===== src/rtl/spi_eng_pkg.sv =====
package spi_eng_pkg;
    typedef struct packed {
        logic ien;
        logic len16;
        logic pha;
        logic pol;
    } mode_t;

    typedef struct packed {
        logic modf;
        logic wcol;
        logic ovr;
        logic done;
    } flags_t;

    localparam logic [1:0] A_MODE = 2'd0;
    localparam logic [1:0] A_DIV  = 2'd1;
    localparam logic [1:0] A_STAT = 2'd2;
endpackage


===== src/rtl/spi_eng_baud.sv =====
module spi_eng_baud #(
    parameter int DIV_W = 8
) (
    input  logic             clk,
    input  logic             rst_n,
    input  logic             run,
    input  logic [DIV_W-1:0] ratio,
    output logic             tick
);
    logic [DIV_W-1:0] cnt_d, cnt_q;

    // one tick per (ratio + 1) cycles while running
    always_comb begin
        tick  = run && (cnt_q == ratio);
        cnt_d = cnt_q;
        if (!run)      cnt_d = '0;
        else if (tick) cnt_d = '0;
        else           cnt_d = cnt_q + 1'b1;
    end

    always_ff @(posedge clk or negedge rst_n) begin
        if (!rst_n) cnt_q <= '0;
        else        cnt_q <= cnt_d;
    end
endmodule


===== src/rtl/spi_eng_shift.sv =====
module spi_eng_shift #(
    parameter int WORD_W = 16
) (
    input  logic              clk,
    input  logic              rst_n,
    input  logic              start,
    input  logic              abort,
    input  logic              tick,
    input  logic              len16,
    input  logic              pha,
    input  logic              pol,
    input  logic [WORD_W-1:0] tx_word,
    input  logic              miso,
    output logic              busy,
    output logic              sclk,
    output logic              mosi,
    output logic              done,
    output logic [WORD_W-1:0] rx_word
);
    localparam int HALF = WORD_W / 2;
    localparam int EW   = $clog2(2 * WORD_W + 1);

    typedef struct packed {
        logic              busy;
        logic              long;
        logic              pha;
        logic              sclk;
        logic [EW-1:0]     edges;
        logic [WORD_W-1:0] tx;
        logic [WORD_W-1:0] rx;
    } sh_t;

    sh_t d, q;
    logic [EW-1:0] ecnt;
    logic odd, samp, shft, last;

    always_comb begin
        d    = q;
        done = 1'b0;
        ecnt = q.edges + 1'b1;
        odd  = ecnt[0];
        // odd edges are active edges
        samp = q.pha ? !odd : odd;
        shft = q.pha ? (odd && (ecnt != EW'(1))) : !odd;
        last = (ecnt == (q.long ? EW'(2 * WORD_W) : EW'(WORD_W)));
        if (abort) begin
            d.busy = 1'b0;
            d.sclk = pol;
        end else if (start) begin
            d.busy  = 1'b1;
            d.long  = len16;
            d.pha   = pha;
            d.sclk  = pol;
            d.edges = '0;
            d.rx    = '0;
            d.tx    = len16 ? tx_word : {tx_word[HALF-1:0], {HALF{1'b0}}};
        end else if (q.busy && tick) begin
            d.sclk  = !q.sclk;
            d.edges = ecnt;
            if (samp) d.rx = {q.rx[WORD_W-2:0], miso};
            if (shft) d.tx = {q.tx[WORD_W-2:0], 1'b0};
            if (last) begin
                d.busy = 1'b0;
                done   = 1'b1;
            end
        end else if (!q.busy) begin
            d.sclk = pol;
        end
        rx_word = q.long ? d.rx : {{HALF{1'b0}}, d.rx[HALF-1:0]};
    end

    always_ff @(posedge clk or negedge rst_n) begin
        if (!rst_n) q <= '0;
        else        q <= d;
    end

    assign busy = q.busy;
    assign sclk = q.sclk;
    assign mosi = q.busy & q.tx[WORD_W-1];
endmodule


===== src/rtl/spi_master_engine.sv =====
module spi_master_engine
    import spi_eng_pkg::*;
#(
    parameter int WORD_W = 16,
    parameter int DIV_W  = 8
) (
    input  logic              clk,
    input  logic              rst_n,
    input  logic              reg_wr,
    input  logic [1:0]        reg_addr,
    input  logic [7:0]        reg_wdata,
    output logic [7:0]        reg_rdata,
    input  logic              tx_load,
    input  logic [WORD_W-1:0] tx_data,
    output logic [WORD_W-1:0] rx_data,
    output logic              sclk,
    output logic              mosi,
    input  logic              miso,
    input  logic              fault_in,
    output logic              irq
);
    typedef struct packed {
        mode_t             cfg;
        logic [DIV_W-1:0]  div;
        flags_t            flags;
        logic [WORD_W-1:0] rx_buf;
    } top_t;

    top_t d, q;
    logic busy, tick, sh_done, start;
    logic [WORD_W-1:0] sh_rx;

    assign start = tx_load && !busy && !fault_in;   // blocks start

    spi_eng_baud #(.DIV_W(DIV_W)) u_baud (
        .clk(clk), .rst_n(rst_n), .run(busy), .ratio(q.div), .tick(tick)
    );

    spi_eng_shift #(.WORD_W(WORD_W)) u_shift (
        .clk(clk), .rst_n(rst_n), .start(start), .abort(fault_in), .tick(tick),
        .len16(q.cfg.len16), .pha(q.cfg.pha), .pol(q.cfg.pol), .tx_word(tx_data),
        .miso(miso), .busy(busy), .sclk(sclk), .mosi(mosi), .done(sh_done),
        .rx_word(sh_rx)
    );

    always_comb begin
        d = q;
        if (reg_wr) begin
            case (reg_addr)
                A_MODE: d.cfg = '{ien: reg_wdata[7], len16: reg_wdata[2],
                                  pha: reg_wdata[1], pol: reg_wdata[0]};
                A_DIV:  d.div = reg_wdata[DIV_W-1:0];
                A_STAT: d.flags = q.flags & reg_wdata[3:0];
                default: ;
            endcase
        end
        if (fault_in)        d.flags.modf = 1'b1;
        if (tx_load && busy) d.flags.wcol = 1'b1;
        if (sh_done) begin
            if (q.flags.done) d.flags.ovr = 1'b1;
            d.flags.done = 1'b1;
            d.rx_buf     = sh_rx;
        end
    end

    always_comb begin
        case (reg_addr)
            A_MODE:  reg_rdata = {q.cfg.ien, 4'b0000, q.cfg.len16, q.cfg.pha, q.cfg.pol};
            A_DIV:   reg_rdata = 8'(q.div);
            A_STAT:  reg_rdata = {4'b0000, q.flags};
            default: reg_rdata = 8'h00;
        endcase
    end

    always_ff @(posedge clk or negedge rst_n) begin
        if (!rst_n) q <= '0;
        else        q <= d;
    end

    assign rx_data = q.rx_buf;
    assign irq     = q.cfg.ien && (q.flags != '0);
endmodule


===== config.mk =====
export PLATFORM = sky130hd
export DESIGN_NAME = spi_master_engine
export DESIGN_NICKNAME = d
export VERILOG_FILES = /design/src/rtl/spi_eng_pkg.sv /design/src/rtl/spi_eng_baud.sv /design/src/rtl/spi_eng_shift.sv /design/src/rtl/spi_master_engine.sv
export SDC_FILE = /design/constraint.sdc
export NUM_CORES = 1
export LEC_CHECK = 0
export BUFFER_PORTS_ARGS = -buffer_cell sky130_fd_sc_hd__buf_2
export CAP_MARGIN = 20
export CORE_MARGIN = 10
export CORE_UTILIZATION = 45
export DETAILED_ROUTE_END_ITERATION = 8
export PLACE_DENSITY = 0.68
export SYNTH_ARGS = -nofsm -noshare
export SYNTH_HDL_FRONTEND = slang
export SYNTH_SLANG_ARGS = --single-unit

===== constraint.sdc =====
create_clock -name clk -period 2.1 [get_ports clk]
set_input_delay 0.105 -clock clk [delete_from_list [all_inputs] [get_ports clk]]
set_output_delay 0.105 -clock clk [all_outputs]
set_load 0.05 [all_outputs]

=== Yosys cells after proc, flatten, opt, wreduce, memory -nomap -nowiden ===
Cells that the tools add are included.

* $add $sub $neg: 2
* Equal/unequal tests: 6
* Multiplexer cells: 30
* Bitwise gates (word level): 3
* Reduce and logical (&&, ||, !) cells: 32

{| class="wikitable"
|+ Operators by type and width
! operator !! number
|-
| two-way mux 16 bit || 5
|-
| two-way mux 39 bit || 1
|-
| two-way mux 38 bit || 1
|-
| case mux 8 bit (3 select lines) || 1
|-
| two-way mux 18 bit || 1
|-
| two-way mux 1 bit || 16
|-
| two-way mux 8 bit || 2
|-
| AND reduction 2 bit || 8
|-
| nonzero test 2 bit || 8
|-
| adder 8 x 1 -> 8 bit (second input constant) || 1
|-
| equality test 8 bit || 1
|-
| two-way mux 4 bit || 2
|-
| logical AND 1 bit || 7
|-
| adder 6 x 1 -> 6 bit (second input constant) || 1
|-
| equality test 6 bit || 1
|-
| two-way mux 6 bit || 1
|-
| != test 6 x 1 -> 1 bit (second input constant) || 1
|-
| nonzero test 3 bit || 2
|-
| AND 4 bit || 1
|-
| logical NOT 1 bit || 4
|-
| != test 4 bit (second input constant) || 1
|-
| nonzero test 4 bit || 1
|-
| AND reduction 3 bit || 1
|-
| equality test 2 x 1 -> 1 bit (second input constant) || 1
|-
| other kinds (4) || 4
|}

* Register bits after elaboration: 82
* Input port bits: 32
* Output and inout port bits: 27
* Logic and storage cells: 91

=== Longest topological paths before layout ===
Gate-level depths: netlist of the first run.

* Depth in word-level cells: 10
* Mapped depth: 10

=== By module ===
From an unflattened synthesis of the first run, not the netlist that was laid out.

* Cells, all modules: 387
* Area total of the unflattened synthesis: 4356.7 µm²

{| class="wikitable"
|+ Modules (own cells, without submodules)
! module !! times used !! cells each !! area an instance (µm²) !! seq. area each (µm²)
|-
| spi_eng_shift || 1 || 229 || 2328.5 || 1051.0
|-
| spi_master_engine || 1 || 111 || 1506.4 || 800.8
|-
| spi_eng_baud || 1 || 47 || 521.8 || 200.2
|}

=== Least setup slack after synthesis of the first run ===
Ideal clock, no wire load.

* Kind: reg2reg
* From: reg u_shift.q[33] in the netlist's numbering
* To: reg q (netlist bit rx_data[10])
* Setup time: 127 ps
* Arrival time: 2130 ps
* Required time: 1973 ps
* Slack: -157 ps
* Cell stages (with the launch flop): 11
* Buffers on the path: 3
* Period minus slack after synthesis: 2257 ps
* Cell sequence: dfrtp_1 ha_1 buf_2 nor3b_1 a22oi_1 o211ai_2 a21oi_2 or3_1 buf_6 buf_6 mux2_1

* Longest elaborated chain between the ends: 6

{| class="wikitable"
|+ RTL lines
! element !! line !! source
|-
| start, declared || spi_eng_shift.sv:33 || <nowiki>sh_t d, q;</nowiki>
|-
| start signal, assigned || spi_eng_shift.sv:73 || <nowiki>if (!rst_n) q <= '0;</nowiki>
|-
| start signal, assigned || spi_eng_shift.sv:74 || <nowiki>else q <= d;</nowiki>
|-
| adder 6 x 1 -> 6 bit || spi_eng_shift.sv:40 || <nowiki>ecnt = q.edges + 1'b1;</nowiki>
|-
| equality test 6 bit || spi_eng_shift.sv:45 || <nowiki>last = (ecnt == (q.long ? EW'(2 * WORD_W) : EW'(WORD_W)));</nowiki>
|-
| two-way mux 1 bit || spi_eng_shift.sv:62 || <nowiki>if (last) begin</nowiki>
|-
| two-way mux 1 bit || spi_eng_shift.sv:57 || <nowiki>end else if (q.busy && tick) begin</nowiki>
|-
| two-way mux 1 bit || spi_eng_shift.sv:49 || <nowiki>end else if (start) begin</nowiki>
|-
| two-way mux 1 bit || spi_eng_shift.sv:46 || <nowiki>if (abort) begin</nowiki>
|-
| end signal, assigned || spi_master_engine.sv:76 || <nowiki>if (!rst_n) q <= '0;</nowiki>
|-
| end signal, assigned || spi_master_engine.sv:77 || <nowiki>else q <= d;</nowiki>
|-
| end, declared || spi_master_engine.sv:29 || <nowiki>top_t d, q;</nowiki>
|}

Every way passes these cells.
A chain may end at the register's enable or synchronous reset.

=== Final worst setup path of the first run ===
* From: reg u_shift.q[32] in the netlist's numbering
* To: reg q (netlist bit rx_data[15])

* Longest elaborated chain between the ends: 8
* Elaborated cells on any way between the ends: 13
* Classes of those cells: add/sub (1); eq/ne (1); mux (10); reduce/logical (1)

{| class="wikitable"
|+ RTL lines
! element !! line !! source
|-
| adder 6 x 1 -> 6 bit (*) || spi_eng_shift.sv:40 ||
|-
| logical NOT 1 bit || spi_eng_shift.sv:43 || <nowiki>samp = q.pha ? !odd : odd;</nowiki>
|-
| two-way mux 1 bit || spi_eng_shift.sv:43 ||
|-
| two-way mux 16 bit || spi_eng_shift.sv:60 || <nowiki>if (samp) d.rx = {q.rx[WORD_W-2:0], miso};</nowiki>
|-
| two-way mux 38 bit || spi_eng_shift.sv:57 ||
|-
| two-way mux 39 bit || spi_eng_shift.sv:49 ||
|-
| two-way mux 16 bit || spi_eng_shift.sv:46 ||
|-
| two-way mux 16 bit || spi_eng_shift.sv:69 || <nowiki>rx_word = q.long ? d.rx : {{HALF{1'b0}}, d.rx[HALF-1:0]};</nowiki>
|}

Every way passes the cells marked *; elsewhere a longest branch is shown, timed or not. The select of a mux whose other input is x is not followed.

==> reports/summary.md, run 1 <==
For the worst-skew pair, the clock arrives at the later sink with an insertion delay of 0.36 ns. In this run the most critical hold path is launched from reg_wdata[0]. The nature of the critical path startpoint is a register. The transition at the pin with the smallest max-transition slack was 0.6165 ns; the combinational share of power was 17.1%. IR analysis of the VDD net gives a maximum drop of 366.6 µV. The checks that failed: setup timing. The path with the worst hold slack has its endpoint at q[20].

For the final estimated routing congestion in global placement, the log shows 0.8546. Using the TritonRoute via totals, the vias-per-cell ratio works out to 5.295. The signal on the critical path passes through ha_4, buf_6, nor3_4, a22oi_2, o211ai_2, a21oi_2, or3_4, clkbuf_16, mux2_1. Summing all non-filler instances in the final layout gives an area of 5285 µm². Global routing consumed, on the met3 layer, 2.928% of the routing resources. The number of library cell types mapped by synthesis is 52, and the number of synthesized flops with an enable pin is 0.

For this run, the slowest stage of the critical path takes 0.44 ns. The min-delay analysis places its worst path in the category input pin to register. The design draws 3.562 mW.

When the netlist entered floorplanning its net count stood at 424. Summed over all instances, the cell type with the most area after synthesis is sky130_fd_sc_hd__dfrtp_1. The slowest stage of the critical path is the sky130_fd_sc_hd__or3_4 cell.

Number of failing hold endpoints at the final stage: 0. In the global route stage, met2 resource usage came out at 23.57%. Synthesis produced 388 cells. The run gives 82 as the clock sink count. Before CTS, the worst setup slack after placement is -0.05009 ns. Once placement finished, the instance area stood at 4688 µm².

The final max-slew violation count came out at 0. Yosys attributes the largest share of cell area to sky130_fd_sc_hd__dfrtp_1 49%, sky130_fd_sc_hd__mux2_2 7.3%, sky130_fd_sc_hd__nand2_1 4.1%. The filler cell count in the final layout is 742, and the worst-case clock buffer depth is 2.

The tools report the total via count in the routed design as 3108. Of the cells placed in the final design, the portion with a size suffix greater than 1 is 38.45%. The cell with the most instances after synthesis was sky130_fd_sc_hd__dfrtp_1. The nature of the critical path endpoint was a register. Clock-pin slew was measured on the worst setup and hold paths at 0.09 ns.

The register bit total from synthesis is 82, and the floorplan die height is 116.5 µm. The utilization after layout came out at 57.74%. DRC violation count after routing: 0. The final critical-path share of the clock period was 106.7%; the count of TritonRoute iterations in the first routing pass was 6. The flow ran to the end, but the final reports show violations. The time the final worst path needs with I/O delays and setup was 2.240 ns; the post-layout instance count excluding filler cells was 587. In this run the standard cell core region covers 9153 µm². The run gives 3178 as the number of global-route vias before repair.

Of the total power, registers draw 50.2%. For the total of endpoints with negative setup slack in the final report, the log shows 31. Number of maximum-capacitance violations: 0.

The first global-routing pass estimated 15.51 mm of wire. The data required time of the worst path was 2.34 ns. Compared with the post-synthesis result, the final layout area differs by 26.24%. The initial utilization of the core area, before any placement, comes to 45.74%. The run gives 0 as the count of inserted antenna diode cells.

The run gives 9.594 mm as the sum of routed wire length over all layers. TritonCTS built the clock tree. Width of the chip: 116.5 µm. The row count was 35.

The logs give 14.22% for the global routing usage summed across all routing layers and 32.7% for the clock network fraction of total power. The internal power summed over all cells came out at 2.503 mW. Port buffering added 58 buffers. The critical path is of the register to register type. In this run the power spent charging and discharging nets is 1.059 mW. The logs give 0.01419 ns for the minimum hold slack and 0.009684 ns for the final clock skew. The run gives -0.14 ns as the register-to-register path setup slack.

Sequential cells were found to cover 49.01% of the synthesized design area. Switching part of the total: 29.73%. Once detailed placement completed, the half-perimeter wirelength came to 6.622 mm.

After detailed routing, the average wire length per cell comes to 16.34 µm. The endpoint arrival time on the critical path was 2.47 ns. The worst register-to-register path has a depth of 9. The setup TNS is -2.146 ns. After the last flow step, the layout net total stands at 507.

In this run the number of H-tree levels came out at 3. The share of the synthesized area in the top cell type came out at 49.01%. The post-synthesis instance area came out at 4187 µm². The run gives 0 as the initial antenna violation count. By count the netlist is led by 82 x sky130_fd_sc_hd__dfrtp_1, 46 x sky130_fd_sc_hd__nand2_1, 27 x sky130_fd_sc_hd__mux2_2. The setup slack after layout is -0.1398 ns. The tools report the root buffer selected by CTS as sky130_fd_sc_hd__clkbuf_8. The number of nets still failing antenna checks after routing came out at 0. The global routing stage identified its most utilized layer as met2. Setup repair after global routing could not meet its margin everywhere.

Counting the buffers created by CTS gives 9. The power per cell area was 673.9 nW/µm²; the post-synthesis area per instance was 10.79 µm². Entering global routing, the biggest net connects 36 pins.

During synthesis, Yosys emitted a total of 0 warnings. In this run the count of I/O pins placed on the die edge is 59. The peak fanout along the critical path works out to 5. The worst register-to-register path begins at u_shift.q[32]. The leftover overflow at the end of global routing was 0; the global-route track usage on met1 was 17.90%. The number of cells after detailed placement was 545.

For the maximum clock rate, the log shows 446.5 MHz. The critical path starts at u_shift.q[32]. Along the worst hold path, the cell count comes to 2. The iteration-0 DRC count of the detailed router is 200. The worst register-to-register path ends at rx_data[15].

After synthesis, the share of flip-flops with an asynchronous set or reset is 100.0%. The main flop type after synthesis was sky130_fd_sc_hd__dfrtp_1. The floorplan step defined a die boundary enclosing 13560 µm². The analysis attributes to cell leakage a power of 2.630 nW. Headroom to the max-slew limit came out at 58.81%.
==> registers in the layout (all words and copies together), names as in the netlist <==
register / flops
u_shift.q: 40
q: 16
rx_data: 16
u_baud.cnt_q: 8
u_shift.busy: 1
u_shift.sclk: 1
==> cells in the final DEF (no fill, tap or decap), drive strengths merged, types with 9 or more instances in the layout <==
| cell type | Yosys | final |
|---|---|---|
| dlygate4sd3 | 0 | 9 |
| nor2 | 15 | 15 |
| nand2 | 48 | 48 |
| mux2 | 42 | 42 |
| nand3 | 24 | 24 |
| xor2 | 14 | 14 |
| o21ai | 17 | 17 |
| mux2i | 13 | 13 |
| buf | 30 | 98 |
| clkbuf | 7 | 11 |
| dfrtp | 82 | 82 |
==> power by group through the flow <==
stage	logic, mW	registers, mW	clock network, mW
floorplan	0.383	1.79	0
global placement	0.552	1.81	0
detailed placement	0.563	1.81	0
CTS	0.584	1.78	1.19
global route	0.661	1.80	1.27
finish	0.608	1.79	1.16
==> how the worst max path moves through the flow <==
stage                        to  cells past startpoint  slack, ns
finish              rx_data[15]                      9      -0.14
global route        rx_data[15]                      9      -0.21
floorplan           rx_data[10]                     10       -0.1
detailed placement  rx_data[10]                      8      -0.05
CTS                 rx_data[10]                      6      -0.07
global placement    rx_data[13]                      8      -0.04
==> area by class of cell <==
| cell class | count | area (µm²) | area share (%) |
|---|---|---|---|
| Clock buffer | 9 | 123.9 | 2.344 |
| Timing Repair Buffer | 109 | 810.8 | 15.34 |
| Multi-Input combinational cell | 262 | 2054 | 38.87 |
| Tap cell | 111 | 138.9 | 2.628 |
| Inverter | 7 | 26.28 | 0.4972 |
| Sequential cell | 82 | 2053 | 38.85 |
| Clock inverter | 7 | 77.57 | 1.468 |
==> timing repair <==
action                     in CTS  in global routing
buffers inserted                5                 10
resized for setup               4                 30
pin swaps                       2                 11
setup endpoints to repair      30                 31
hold buffers                    9                  0
cloned                          0                  2
hold endpoints to repair       40                  0
==> per-layer routing <==
layer  vias up  part of all wire (%)  routed length (µm)
li1       1508                     -                   -
met1      1522                    45                4291
met2        66                    49                4724
met3        12                   4.7                 455
met4         0                   1.3                 122
met5         -                     0                   0
==> logic make-up after synthesis <==
kind of cell | count (synthesis) | share of synthesized area, %
and+or+nand+nor | 124 | 14.97
AOI/OAI and AO/OA | 62 | 10.58
buffers and inverters | 44 | 6.276
xor gates and xnor gates | 17 | 3.557
DFF | 82 | 49.01
muxes | 55 | 14.41
adders and majority gates | 4 | 1.196
==> worst max-delay path: cells and delay by family (launching register included) <==
kind	cells	cell delay, ns
flip-flops	1	0.43
AO/OA/AOI/OAI	3	0.26
adder cells (fa/ha/maj)	1	0.19
AND/OR/NAND/NOR	2	0.62
buffers and inverters	2	0.30
multiplexers	1	0.31
(Power assumes the default switching activity.)
==> run 2, diff against run 1 <==
Settings changed: CELL_PAD_IN_SITES_DETAIL_PLACEMENT from default to 1, CELL_PAD_IN_SITES_GLOBAL_PLACEMENT from default to 1, PLACE_DENSITY 0.68 to default, PLACE_DENSITY_LB_ADDON from default to 0.1.
Clock period 2.1 ns to 2.7 ns, I/O delays scaled along.
==> reports/summary.md, run 2 (synthesized netlist as in run 1, its figures left out) <==
The flow ran to the end, and the final reports show no timing, DRC or antenna violations. The peak fanout along the critical path is 15 (+10). The final max-slew violation count is 0 (unchanged).

The maximum ir drop on the vdd rail was 260.4 µV (-29%). The tools report the clock sink count as 82 (unchanged). The time the final worst path needs with I/O delays and setup was 2.454 ns (+0.2141 ns); the final critical-path share of the clock period was 90.89% (-16 points).

The endpoint arrival time on the critical path is 2.68 ns (+0.21 ns). The run gives 0.8400 (-1.7%) as the final estimated routing congestion in global placement. In this run the critical register-to-register path is launched from u_shift.q[33]. The worst setup path is of the register to register kind. Setup repair after global routing left no endpoint under its margin. TritonCTS built the clock tree.

The transition at the pin with the smallest max-transition slack is 0.6792 ns (+0.06277 ns), and the initial antenna violation count is 0 (unchanged). The most critical setup path has its startpoint at u_shift.q[33]. The count of inserted antenna diode cells was 0 (unchanged); the setup TNS was 0 ns (+2.146 ns). The number of CTS-inserted buffers was 9 (unchanged); the per-cell routed wire length was 17.25 µm (+5.6%). The logs give 0 (-100%) for the total of endpoints with negative setup slack in the final report and 83 (+130%) for the pin count of the biggest net entering global routing. The worst-case clock buffer depth is 2 (unchanged). The tools report the maximum clock rate as 407.5 MHz (-8.7%). In this run the most critical hold path is launched from reg_wdata[7].

The clock edge transition at the registers on the reported setup and hold paths is 0.09 ns (about the same). The width of the chip is 116.5 µm (unchanged). The logs give 13560 µm² (unchanged) for the area of the die and 3214 (+1.1%) for the number of global-route vias before repair. The number of vias per cell after detailed routing works out to 5.432 (+2.6%). The tools report the count of TritonRoute iterations in the first routing pass as 4 (-2).

The number of flip-flops under the largest register name is 40 (unchanged), and the leftover overflow at the end of global routing is 0 (unchanged). The row count came out at 35 (unchanged). The post-layout instance count excluding filler cells was 548 (-6.6%). The most common cell after layout, fill and taps aside is sky130_fd_sc_hd__dfrtp_1. The sum of routed wire length over all layers was 9.454 mm (-1.5%). The number of failing hold endpoints at the final stage was 0 (unchanged). The run gives 54.62% (-4.2 points) as the headroom to the max-slew limit.

The final-stage net count was 468 (-7.7%); the register-to-register path setup slack was 0.25 ns (+0.39 ns). The iteration-0 DRC count of the detailed router is 148 (-26%), and the share of layout cells above drive strength 1 is 26.77% (-12 points). The filler cell count in the final layout is 1006 (+36%). The library cells used most frequently in the layout, excluding fill and tap cells, are 82 x sky130_fd_sc_hd__dfrtp_1, 57 x sky130_fd_sc_hd__buf_2, 46 x sky130_fd_sc_hd__nand2_1. Static leakage: 2.376 nW (-9.6%). DRC violation count after routing: 0 (unchanged). The run gives 0.01465 ns (+0.004968 ns) as the final clock skew.

The floorplan die height works out to 116.5 µm (unchanged). Wire length of the first global-routing pass: 15.92 mm (+2.6%). The count of pins on the block boundary was 59 (unchanged). The worst setup path is launched from a register. The tools report the total via count in the routed design as 2977 (-4.2%). The global routing usage summed across all routing layers was 14.61% (+0.39 points). The H-tree depth reported by CTS was 3 (unchanged); the post-detailed-placement half-perimeter wirelength was 6.749 mm (+1.9%).

The root buffer selected by CTS is sky130_fd_sc_hd__clkbuf_8. The worst setup path is captured at a register. Most flop-heavy register: u_shift.q.

The count of input and output buffers came out at 58 (unchanged). Power per cell area: 594.8 nW/µm² (-12%). The run gives 0.36 ns (about the same) as the clock latency at the later pin of the worst-skew pair. The core footprint is 9153 µm² (unchanged). The layout overhead on the synthesized area was 12.97%; the initial core utilization was 45.74% (unchanged).

The number of nets still failing antenna checks after routing is 0 (unchanged). For the data required time of the worst path, the log shows 2.93 ns (+0.59 ns). The min-delay analysis places its worst path in the category input pin to register. The number of cells after detailed placement came out at 526 (-3.5%). The run gives 0 (unchanged) as the number of maximum-capacitance violations.
-- run 2: cell count changes in the layout (fill, tap and decap cells not counted), moves of 5 or more --
cell / change
sky130_fd_sc_hd__o21ai_1: -5
sky130_fd_sc_hd__buf_4: -25
sky130_fd_sc_hd__mux2_1: +12
sky130_fd_sc_hd__o21ai_0: +5
sky130_fd_sc_hd__mux2_4: -13
sky130_fd_sc_hd__buf_12: -5
-- run 2: final cells by class --
cell class | instances | area (µm²) | share of cell area (%)
clock buffers | 9 | 123.9 | 2.619
flip-flops and latches | 82 | 2052 | 43.39
multi-input cells | 262 | 1872 | 39.58
repair buffers | 70 | 415.4 | 8.783
clock inverters | 7 | 101.3 | 2.143
inverters | 7 | 26.28 | 0.5556
well taps | 111 | 138.9 | 2.937
-- run 2: metrics by stage --
| step | cell area [µm²] | hold slack, ns | worst slack [ns] | total power, mW | utilization [%] |
|---|---|---|---|---|---|
| floorplan | 4187 | -0.1606 | 0.4425 | 1.673 | - |
| global placement | 4427 | 0.3557 | 0.3272 | 1.804 | 48.37 |
| detailed placement | 4427 | 0.3607 | 0.2642 | 1.817 | 48.37 |
| CTS | 4702 | 0.01665 | 0.2349 | 2.848 | 51.37 |
| global route | 4730 | 0.01338 | 0.08286 | 2.962 | 51.67 |
| finish | 4730 | 0.02824 | 0.2461 | 2.813 | 51.67 |
-- run 2: per-layer routing --
layer  share of wire [%]  track usage, %
met1                  47           18.61
met2                  47           23.94
met3                 5.2           4.109
met4                0.65           3.503
met5                   0               0
-- run 2: path summary, 6_finish.rpt --
check	end	depth (start not counted)
worst max-delay path	u_shift.q[25]	7
worst min-delay path	q[27]	2
worst max register to register	u_shift.q[25]	7
worst min register to register	u_shift.q[27]	1
max in group asynchronous	u_shift.q[24]	3
min in group asynchronous	q[26]	2
-- run 2: timing repair --
action / 4_1_cts / 5_1_grt
hold buffers: 5 / 0
resized for setup: 0 / 0
setup buffers: 0 / 0
hold endpoints to repair: 5 / 0
-- run 2: power breakdown --
| group | switching (mW) | leakage (nW) | total (mW) | internal, mW |
|---|---|---|---|---|
| Combinational | 0.234 | 1.16 | 0.398 | 0.164 |
| Clock | 0.486 | 0.112 | 1.02 | 0.531 |
| Sequential | 0.0946 | 1.10 | 1.40 | 1.30 |
| Total | 0.815 | 2.38 | 2.81 | 2.00 |
-- run 2: critical path, cell delays in order, from the launching register on --
cell                        delay [ns]
sky130_fd_sc_hd__dfrtp_1          0.46
sky130_fd_sc_hd__ha_1             0.33
sky130_fd_sc_hd__and3_1           0.25
sky130_fd_sc_hd__nor4b_1          0.24
sky130_fd_sc_hd__a41oi_1          0.07
sky130_fd_sc_hd__o2111ai_1        0.27
sky130_fd_sc_hd__nand2_2          0.29
sky130_fd_sc_hd__mux2_1           0.39
